===== config.mk =====
export PLATFORM = sky130hd
export DESIGN_NAME = hdlc_irq_unit
export DESIGN_NICKNAME = d
export VERILOG_FILES = /design/src/rtl/hdlc_irq_pkg.sv /design/src/rtl/hdlc_irq_events.sv /design/src/rtl/hdlc_irq_status.sv /design/src/rtl/hdlc_irq_effects.sv /design/src/rtl/hdlc_irq_unit.sv
export SDC_FILE = /design/constraint.sdc
export NUM_CORES = 1
export LEC_CHECK = 0
export ABC_AREA = 1
export BUFFER_PORTS_ARGS = -buffer_cell sky130_fd_sc_hd__buf_2
export CORE_MARGIN = 3
export CORE_UTILIZATION = 49
export DETAILED_ROUTE_END_ITERATION = 7
export PLACE_DENSITY_LB_ADDON = 0.2
export SYNTH_ARGS = -nofsm -noshare
export SYNTH_HDL_FRONTEND = slang
export SYNTH_HIERARCHICAL = 1
export SYNTH_SLANG_ARGS = --single-unit

===== constraint.sdc =====
create_clock -name clk -period 2.6 [get_ports clk]
set_input_delay 0.52 -clock clk [delete_from_list [all_inputs] [get_ports clk]]
set_output_delay 0.52 -clock clk [all_outputs]
set_load 0.01 [all_outputs]

===== src/rtl/hdlc_irq_pkg.sv =====
package hdlc_irq_pkg;

  localparam int NSRC = 8;

  // status / mask bit positions (shared by both registers)
  localparam int BIT_COLL   = 7;
  localparam int BIT_RXEOP  = 6;
  localparam int BIT_TXEOP  = 5;
  localparam int BIT_FABORT = 4;
  localparam int BIT_TXLOW  = 3;
  localparam int BIT_TXUND  = 2;
  localparam int BIT_RXFULL = 1;
  localparam int BIT_RXOVF  = 0;

  // level reaches 'mark' by draining one byte
  function automatic logic drain_to(int unsigned lvl, logic pop, logic push,
                                    int unsigned mark);
    return pop && !push && (lvl == mark + 1);
  endfunction

  // level reaches 'mark' by filling one byte
  function automatic logic fill_to(int unsigned lvl, logic push, logic pop,
                                   int unsigned mark);
    return push && !pop && (lvl + 1 == mark);
  endfunction

  // write attempt into a full buffer
  function automatic logic write_when_full(int unsigned lvl, logic push,
                                           logic pop, int unsigned depth);
    return push && !pop && (lvl >= depth);
  endfunction

  // echo/D-bit mismatch in the mode where it counts
  function automatic logic echo_mismatch(logic te, logic en, logic stb,
                                         logic dbit, logic echo);
    return te && en && stb && (dbit != echo);
  endfunction

endpackage


===== src/rtl/hdlc_irq_events.sv =====
module hdlc_irq_events
  import hdlc_irq_pkg::*;
#(
  parameter int TX_DEPTH     = 16,
  parameter int RX_DEPTH     = 16,
  parameter int TX_LOW_MARK  = 4,
  parameter int RX_FULL_MARK = 15,
  localparam int TLW = $clog2(TX_DEPTH + 1),
  localparam int RLW = $clog2(RX_DEPTH + 1)
) (
  input  logic            clk,
  input  logic            rst_n,
  input  logic            te_mode,
  input  logic            tx_en,
  input  logic            dbit_strobe,
  input  logic            tx_dbit,
  input  logic            echo_bit,
  input  logic [TLW-1:0]  tx_level,
  input  logic            tx_push,
  input  logic            tx_pop,
  input  logic            tx_pop_eop,
  input  logic            tx_close_done,
  input  logic [RLW-1:0]  rx_level,
  input  logic            rx_push,
  input  logic            rx_pop,
  input  logic            rx_eop,
  input  logic            rx_abort,
  output logic [NSRC-1:0] evt
);

  logic coll_evt, txlow_evt, txund_evt, rxfull_evt, rxovf_evt;

  assign coll_evt   = echo_mismatch(te_mode, tx_en, dbit_strobe, tx_dbit, echo_bit);
  assign txlow_evt  = drain_to(int'(tx_level), tx_pop, tx_push, TX_LOW_MARK);
  assign txund_evt  = drain_to(int'(tx_level), tx_pop, tx_push, 0) && !tx_pop_eop;
  assign rxfull_evt = fill_to(int'(rx_level), rx_push, rx_pop, RX_FULL_MARK);
  assign rxovf_evt  = write_when_full(int'(rx_level), rx_push, rx_pop, RX_DEPTH);

  always_comb begin
    evt             = '0;
    evt[BIT_COLL]   = coll_evt;
    evt[BIT_RXEOP]  = rx_eop || rx_abort;
    evt[BIT_TXEOP]  = tx_close_done;
    evt[BIT_FABORT] = rx_abort;
    evt[BIT_TXLOW]  = txlow_evt;
    evt[BIT_TXUND]  = txund_evt;
    evt[BIT_RXFULL] = rxfull_evt;
    evt[BIT_RXOVF]  = rxovf_evt;
  end


  coll_mode_chk: assert property (@(posedge clk) disable iff (!rst_n)
    coll_evt |-> (te_mode && tx_en));


  txlow_drain_chk: assert property (@(posedge clk) disable iff (!rst_n)
    txlow_evt |-> (tx_pop && !tx_push));

endmodule


===== src/rtl/hdlc_irq_status.sv =====
module hdlc_irq_status
  import hdlc_irq_pkg::*;
(
  input  logic            clk,
  input  logic            rst_n,
  input  logic            rd_strobe,
  input  logic            te_mode,
  input  logic [NSRC-1:0] evt,
  output logic [NSRC-1:0] status_view
);

  logic [NSRC-1:0] st_q;
  logic [NSRC-1:0] gate;

  // new events win over the clearing read
  always_ff @(posedge clk or negedge rst_n) begin
    if (!rst_n) st_q <= '0;
    else        st_q <= (rd_strobe ? '0 : st_q) | evt;
  end

  always_comb begin
    gate           = '1;
    gate[BIT_COLL] = te_mode;
  end

  assign status_view = st_q & gate;


  sticky_chk: assert property (@(posedge clk) disable iff (!rst_n)
    !rd_strobe |=> ((st_q & $past(st_q)) == $past(st_q)));


  clear_on_read_chk: assert property (@(posedge clk) disable iff (!rst_n)
    (rd_strobe && evt == '0) |=> (st_q == '0));


  evt_kept_chk: assert property (@(posedge clk) disable iff (!rst_n)
    rd_strobe |=> ((st_q & $past(evt)) == $past(evt)));

endmodule


===== src/rtl/hdlc_irq_effects.sv =====
module hdlc_irq_effects
  import hdlc_irq_pkg::*;
(
  input  logic            clk,
  input  logic            rst_n,
  input  logic [NSRC-1:0] evt,
  input  logic            rx_flag,
  input  logic            tx_pop,
  output logic            rx_enable,
  output logic            tx_abort,
  output logic            tx_prio_hi
);

  logic rx_halt_q, abort_q, prio_q;

  always_ff @(posedge clk or negedge rst_n) begin
    if (!rst_n) begin
      rx_halt_q <= 1'b0;
      abort_q   <= 1'b0;
      prio_q    <= 1'b0;
    end else begin
      if (evt[BIT_RXOVF])  rx_halt_q <= 1'b1;
      else if (rx_flag)    rx_halt_q <= 1'b0;
      abort_q <= evt[BIT_TXUND];
      if (evt[BIT_TXEOP])  prio_q <= 1'b0;
      else if (tx_pop)     prio_q <= 1'b1;
    end
  end

  assign rx_enable  = !rx_halt_q;
  assign tx_abort   = abort_q;
  assign tx_prio_hi = prio_q;


  ovf_halt_chk: assert property (@(posedge clk) disable iff (!rst_n)
    evt[BIT_RXOVF] |=> !rx_enable);


  halt_hold_chk: assert property (@(posedge clk) disable iff (!rst_n)
    (!rx_enable && !rx_flag) |=> !rx_enable);


  und_abort_chk: assert property (@(posedge clk) disable iff (!rst_n)
    evt[BIT_TXUND] |=> tx_abort);


  prio_drop_chk: assert property (@(posedge clk) disable iff (!rst_n)
    evt[BIT_TXEOP] |=> !tx_prio_hi);

endmodule


===== src/rtl/hdlc_irq_unit.sv =====
module hdlc_irq_unit
  import hdlc_irq_pkg::*;
#(
  parameter int TX_DEPTH     = 16,
  parameter int RX_DEPTH     = 16,
  parameter int TX_LOW_MARK  = 4,
  parameter int RX_FULL_MARK = 15,
  localparam int TLW = $clog2(TX_DEPTH + 1),
  localparam int RLW = $clog2(RX_DEPTH + 1)
) (
  input  logic            clk,
  input  logic            rst_n,
  input  logic            cpu_cs,
  input  logic            cpu_we,
  input  logic [NSRC-1:0] cpu_wdata,
  output logic [NSRC-1:0] cpu_rdata,
  output logic            irq,
  input  logic            te_mode,
  input  logic            tx_en,
  input  logic            dbit_strobe,
  input  logic            tx_dbit,
  input  logic            echo_bit,
  input  logic [TLW-1:0]  tx_level,
  input  logic            tx_push,
  input  logic            tx_pop,
  input  logic            tx_pop_eop,
  input  logic            tx_close_done,
  input  logic [RLW-1:0]  rx_level,
  input  logic            rx_push,
  input  logic            rx_pop,
  input  logic            rx_flag,
  input  logic            rx_eop,
  input  logic            rx_abort,
  output logic            rx_enable,
  output logic            tx_abort,
  output logic            tx_prio_hi
);

  logic [NSRC-1:0] evt;
  logic [NSRC-1:0] status_view;
  logic [NSRC-1:0] mask_q;
  logic            rd_strobe, wr_strobe;

  assign rd_strobe = cpu_cs && !cpu_we;
  assign wr_strobe = cpu_cs &&  cpu_we;

  hdlc_irq_events #(
    .TX_DEPTH(TX_DEPTH), .RX_DEPTH(RX_DEPTH),
    .TX_LOW_MARK(TX_LOW_MARK), .RX_FULL_MARK(RX_FULL_MARK)
  ) u_events (
    .clk(clk), .rst_n(rst_n),
    .te_mode(te_mode), .tx_en(tx_en), .dbit_strobe(dbit_strobe),
    .tx_dbit(tx_dbit), .echo_bit(echo_bit),
    .tx_level(tx_level), .tx_push(tx_push), .tx_pop(tx_pop),
    .tx_pop_eop(tx_pop_eop), .tx_close_done(tx_close_done),
    .rx_level(rx_level), .rx_push(rx_push), .rx_pop(rx_pop),
    .rx_eop(rx_eop), .rx_abort(rx_abort),
    .evt(evt)
  );

  hdlc_irq_status u_status (
    .clk(clk), .rst_n(rst_n), .rd_strobe(rd_strobe), .te_mode(te_mode),
    .evt(evt), .status_view(status_view)
  );

  hdlc_irq_effects u_effects (
    .clk(clk), .rst_n(rst_n), .evt(evt), .rx_flag(rx_flag), .tx_pop(tx_pop),
    .rx_enable(rx_enable), .tx_abort(tx_abort), .tx_prio_hi(tx_prio_hi)
  );

  always_ff @(posedge clk or negedge rst_n) begin
    if (!rst_n)         mask_q <= '0;
    else if (wr_strobe) mask_q <= cpu_wdata;
  end

  assign cpu_rdata = status_view;
  assign irq       = |(status_view & mask_q);


  irq_clear_chk: assert property (@(posedge clk) disable iff (!rst_n)
    (rd_strobe && evt == '0) |=> !irq);


  nt_quiet_chk: assert property (@(posedge clk) disable iff (!rst_n)
    !te_mode |-> !cpu_rdata[BIT_COLL]);

endmodule


==> flow_metrics.py <==
metrics = {
    "synthesis": {
        "ys_seq_elements": 19,
        "synth.cell_area_um2": 1020,
        "ys_top_cells_by_area": "dfrtp_1, nand2_1, buf_4",
        "synth_compound_area_frac": 0,
        "synth.most_common_cell": "nand2_1",
        "syn_inst": 138,
        "yosys.area.top_type": "dfrtp_1",
        "synth_top_family_by_area": "simple AND/OR/NAND/NOR gates",
        "synth_top_area_share": 0.464,
        "synth.distinct_cells": 12,
        "yosys.area_share.adder": 0,
        "syn-num-nets": 174,
        "ys_warn_count": 6,
        "avgSynthCellArea_um2": 7.43,
        "async_reset_ff_frac": 1.00,
        "synthSimpleGateAreaFrac": 0.338,
        "synthFlopType": "dfrtp_1",
        "muxShareOfSynthArea": 0,
        "synthXorXnorAreaFrac": 0,
        "synth_edf_count": 0,
        "synth_common_cells": "nand2_1, dfrtp_1, inv_1",
        "yosysSeqAreaShare": 0.464,
    },
    "sta": {
        "finalSetupViolCount": 0,
        "tightest_slew_ns": 0.428,
        "finalWorstPathRequiredPeriod_ns": 1.69,
        "hold_violations": 0,
        "fin_crit_sh": 0.649,
        "slew_headroom": 0.715,
        "tns_ns": 0,
        "max_freq_mhz": 592,
        "slew_violations": 0,
        "rsz0062_at_grt": "false",
        "fin_skew_ns": 0,
    },
    "clock_tree": {
        "cts_inserted_buffers": 3,
        "cts_setup_buffers": 0,
        "holdBufCountCts": 0,
        "clk_pin_slew_ns": 0.12,
        "cts-root-buf": "clkbuf_4",
        "cts_tree": "done",
        "clk_latency_ns": 0.29,
        "cts-resized-gates": 0,
        "cts_buffer_depth": 2,
        "cts_num_sinks": 19,
        "cts_htree_levels": 1,
    },
    "floorplan": {
        "dieHeight_um": 51.7,
        "die-area_um2": 2680,
        "rows": 15,
        "ios": 48,
        "start_util": 0.557,
        "die_w_um": 51.7,
        "core-area_um2": 1840,
    },
    "global_route": {
        "grt_pass1_vias": 843,
        "antenna_found_initial": 0,
        "grt-ovfl-total": 0,
        "grt_max_degree": 20,
        "gr-usage-all-layers": 0.168,
        "grt_pass1_wl_mm": 3.36,
    },
    "cells_and_area": {
        "syn_to_final_growth_pct": 16.2,
        "final_cell_area_um2": 1190,
        "final_nets": 210,
        "final.fill_count": 182,
        "n_antenna_cell": 0,
        "drive_above_1_share": 0.318,
        "final-instance-count-excl-fill": 198,
        "final_util": 0.648,
    },
    "critical_path": {
        "endpoint_kind": "output pin",
        "cp-start-kind": "flip-flop",
        "worstPathRequired_ns": 2.08,
        "crit_arrival_ns": 1.17,
        "crit_type": "flip-flop to output pin",
        "worst-path-max-fanout": 2,
    },
    "pwr": {
        "ir_drop_mv": 0.299,
        "powerDensity_nw_per_um2": 499,
        "p_leak_nw": 0.741,
        "fin_total_pwr_mw": 0.594,
    },
    "placed_design": {
        "place_area_um2": 1160,
        "dp_cells": 194,
        "io_buffer_count": 47,
        "routabilityCongestion": 0.802,
        "dpl.hpwl_mm": 1.62,
    },
    "run": {
        "cap_violations": 0,
    },
    "outcome": {
        "status": "finished clean",
    },
    "route": {
        "drtIter0Drc": 7,
        "wirelength_mm": 2.02,
        "viasPerCell": 4.40,
        "dr.pass1.iters": 3,
        "wl_per_cell_um": 10.2,
        "drcViolationCount": 0,
        "ant_nets": 0,
        "vias": 871,
    },
    "worst_hold_path": {
        "hold_path_class": "input port to async pin",
    },
}
[logic make-up (layout without fill, tap and decap cells)]
logic type,Yosys count,after routing
flip-flops,19,19
AND/OR/NAND/NOR,83,83
buffers and inverters,36,71
[path summary, 6_finish.rpt]
path                             startpoint                   end  slack (ns)  depth (start not counted)
hold reg to reg                   mask_q[7]             mask_q[7]        0.48                          2
min in group clk              tx_close_done  u_effects/tx_prio_hi        0.37                          2
max in group asynchronous             rst_n      u_status/st_q[0]        2.15                          1
hold / removal                        rst_n      u_status/st_q[4]        0.14                          1
setup / recovery           u_status/st_q[7]                   irq        0.91                          7
setup reg to reg           u_status/st_q[5]      u_status/st_q[5]        1.95                          2
[layout make-up]
type                            instances  area (um^2)  share of cell area
Multi-Input combinational cell         83          347               0.291
Clock buffer                            3         22.5              0.0189
Clock inverter                          1         5.00             0.00420
Inverter                               20         75.1              0.0630
Sequential cell                        19          475               0.399
Tap cell                               25         31.3              0.0263
Timing Repair Buffer                   47          235               0.197
[registers in the layout, indices dropped and copies added, names as in the netlist]
signal and count:
mask_q 8, u_status/st_q 8, u_effects/rx_halt_q 1, u_effects/tx_abort 1, u_effects/tx_prio_hi 1
[metrics by stage]
| stage | hold slack (ns) | setup WS (ns) |
|---|---|---|
| after floorplan | 0.224 | 1.19 |
| after global placement | 0.454 | 1.01 |
| after detailed placement | 0.461 | 0.970 |
| after CTS | 0.148 | 0.895 |
| after global routing | 0.159 | 0.773 |
| final | 0.142 | 0.912 |
[cell usage in the layout (no fill, tap or decap)]
cell type  synthesis  final
clkinv_2           0      1
inv_1             19     19
clkbuf_4           0      3
nor3_1             1      1
nand2_8            1      1
inv_2              1      1
buf_2              0     47
nand3_1           10     10
nor2_2             1      1
dfrtp_1           19     19
nand2_1           56     56
nor2_1            13     13
or2_2              1      1
[critical path, stage by stage, from the launching register on]
cell,delay (ns)
dfrtp_1,0.39
nand2_1,0.06
inv_1,0.04
nand2_1,0.06
nand2_1,0.05
nor2_1,0.09
nand2_1,0.05
buf_2,0.13
[report_power, final]
| group | internal (mW) | switching [mW] |
|---|---|---|
| combinational | 0.0488 | 0.0609 |
| clock | 0.0572 | 0.0926 |
| sequential | 0.320 | 0.0141 |
[routing by layer]
layer | global-route usage | up-vias | part of all wire
met2 | 0.297 | 25 | 0.50
met5 | 0 | - | 0
met4 | 0.0699 | 0 | 0.0069
li1 | - | 465 | -
met1 | 0.201 | 379 | 0.43
met3 | 0.0258 | 2 | 0.062
Note: power is estimated with default switching activity, not from simulation.
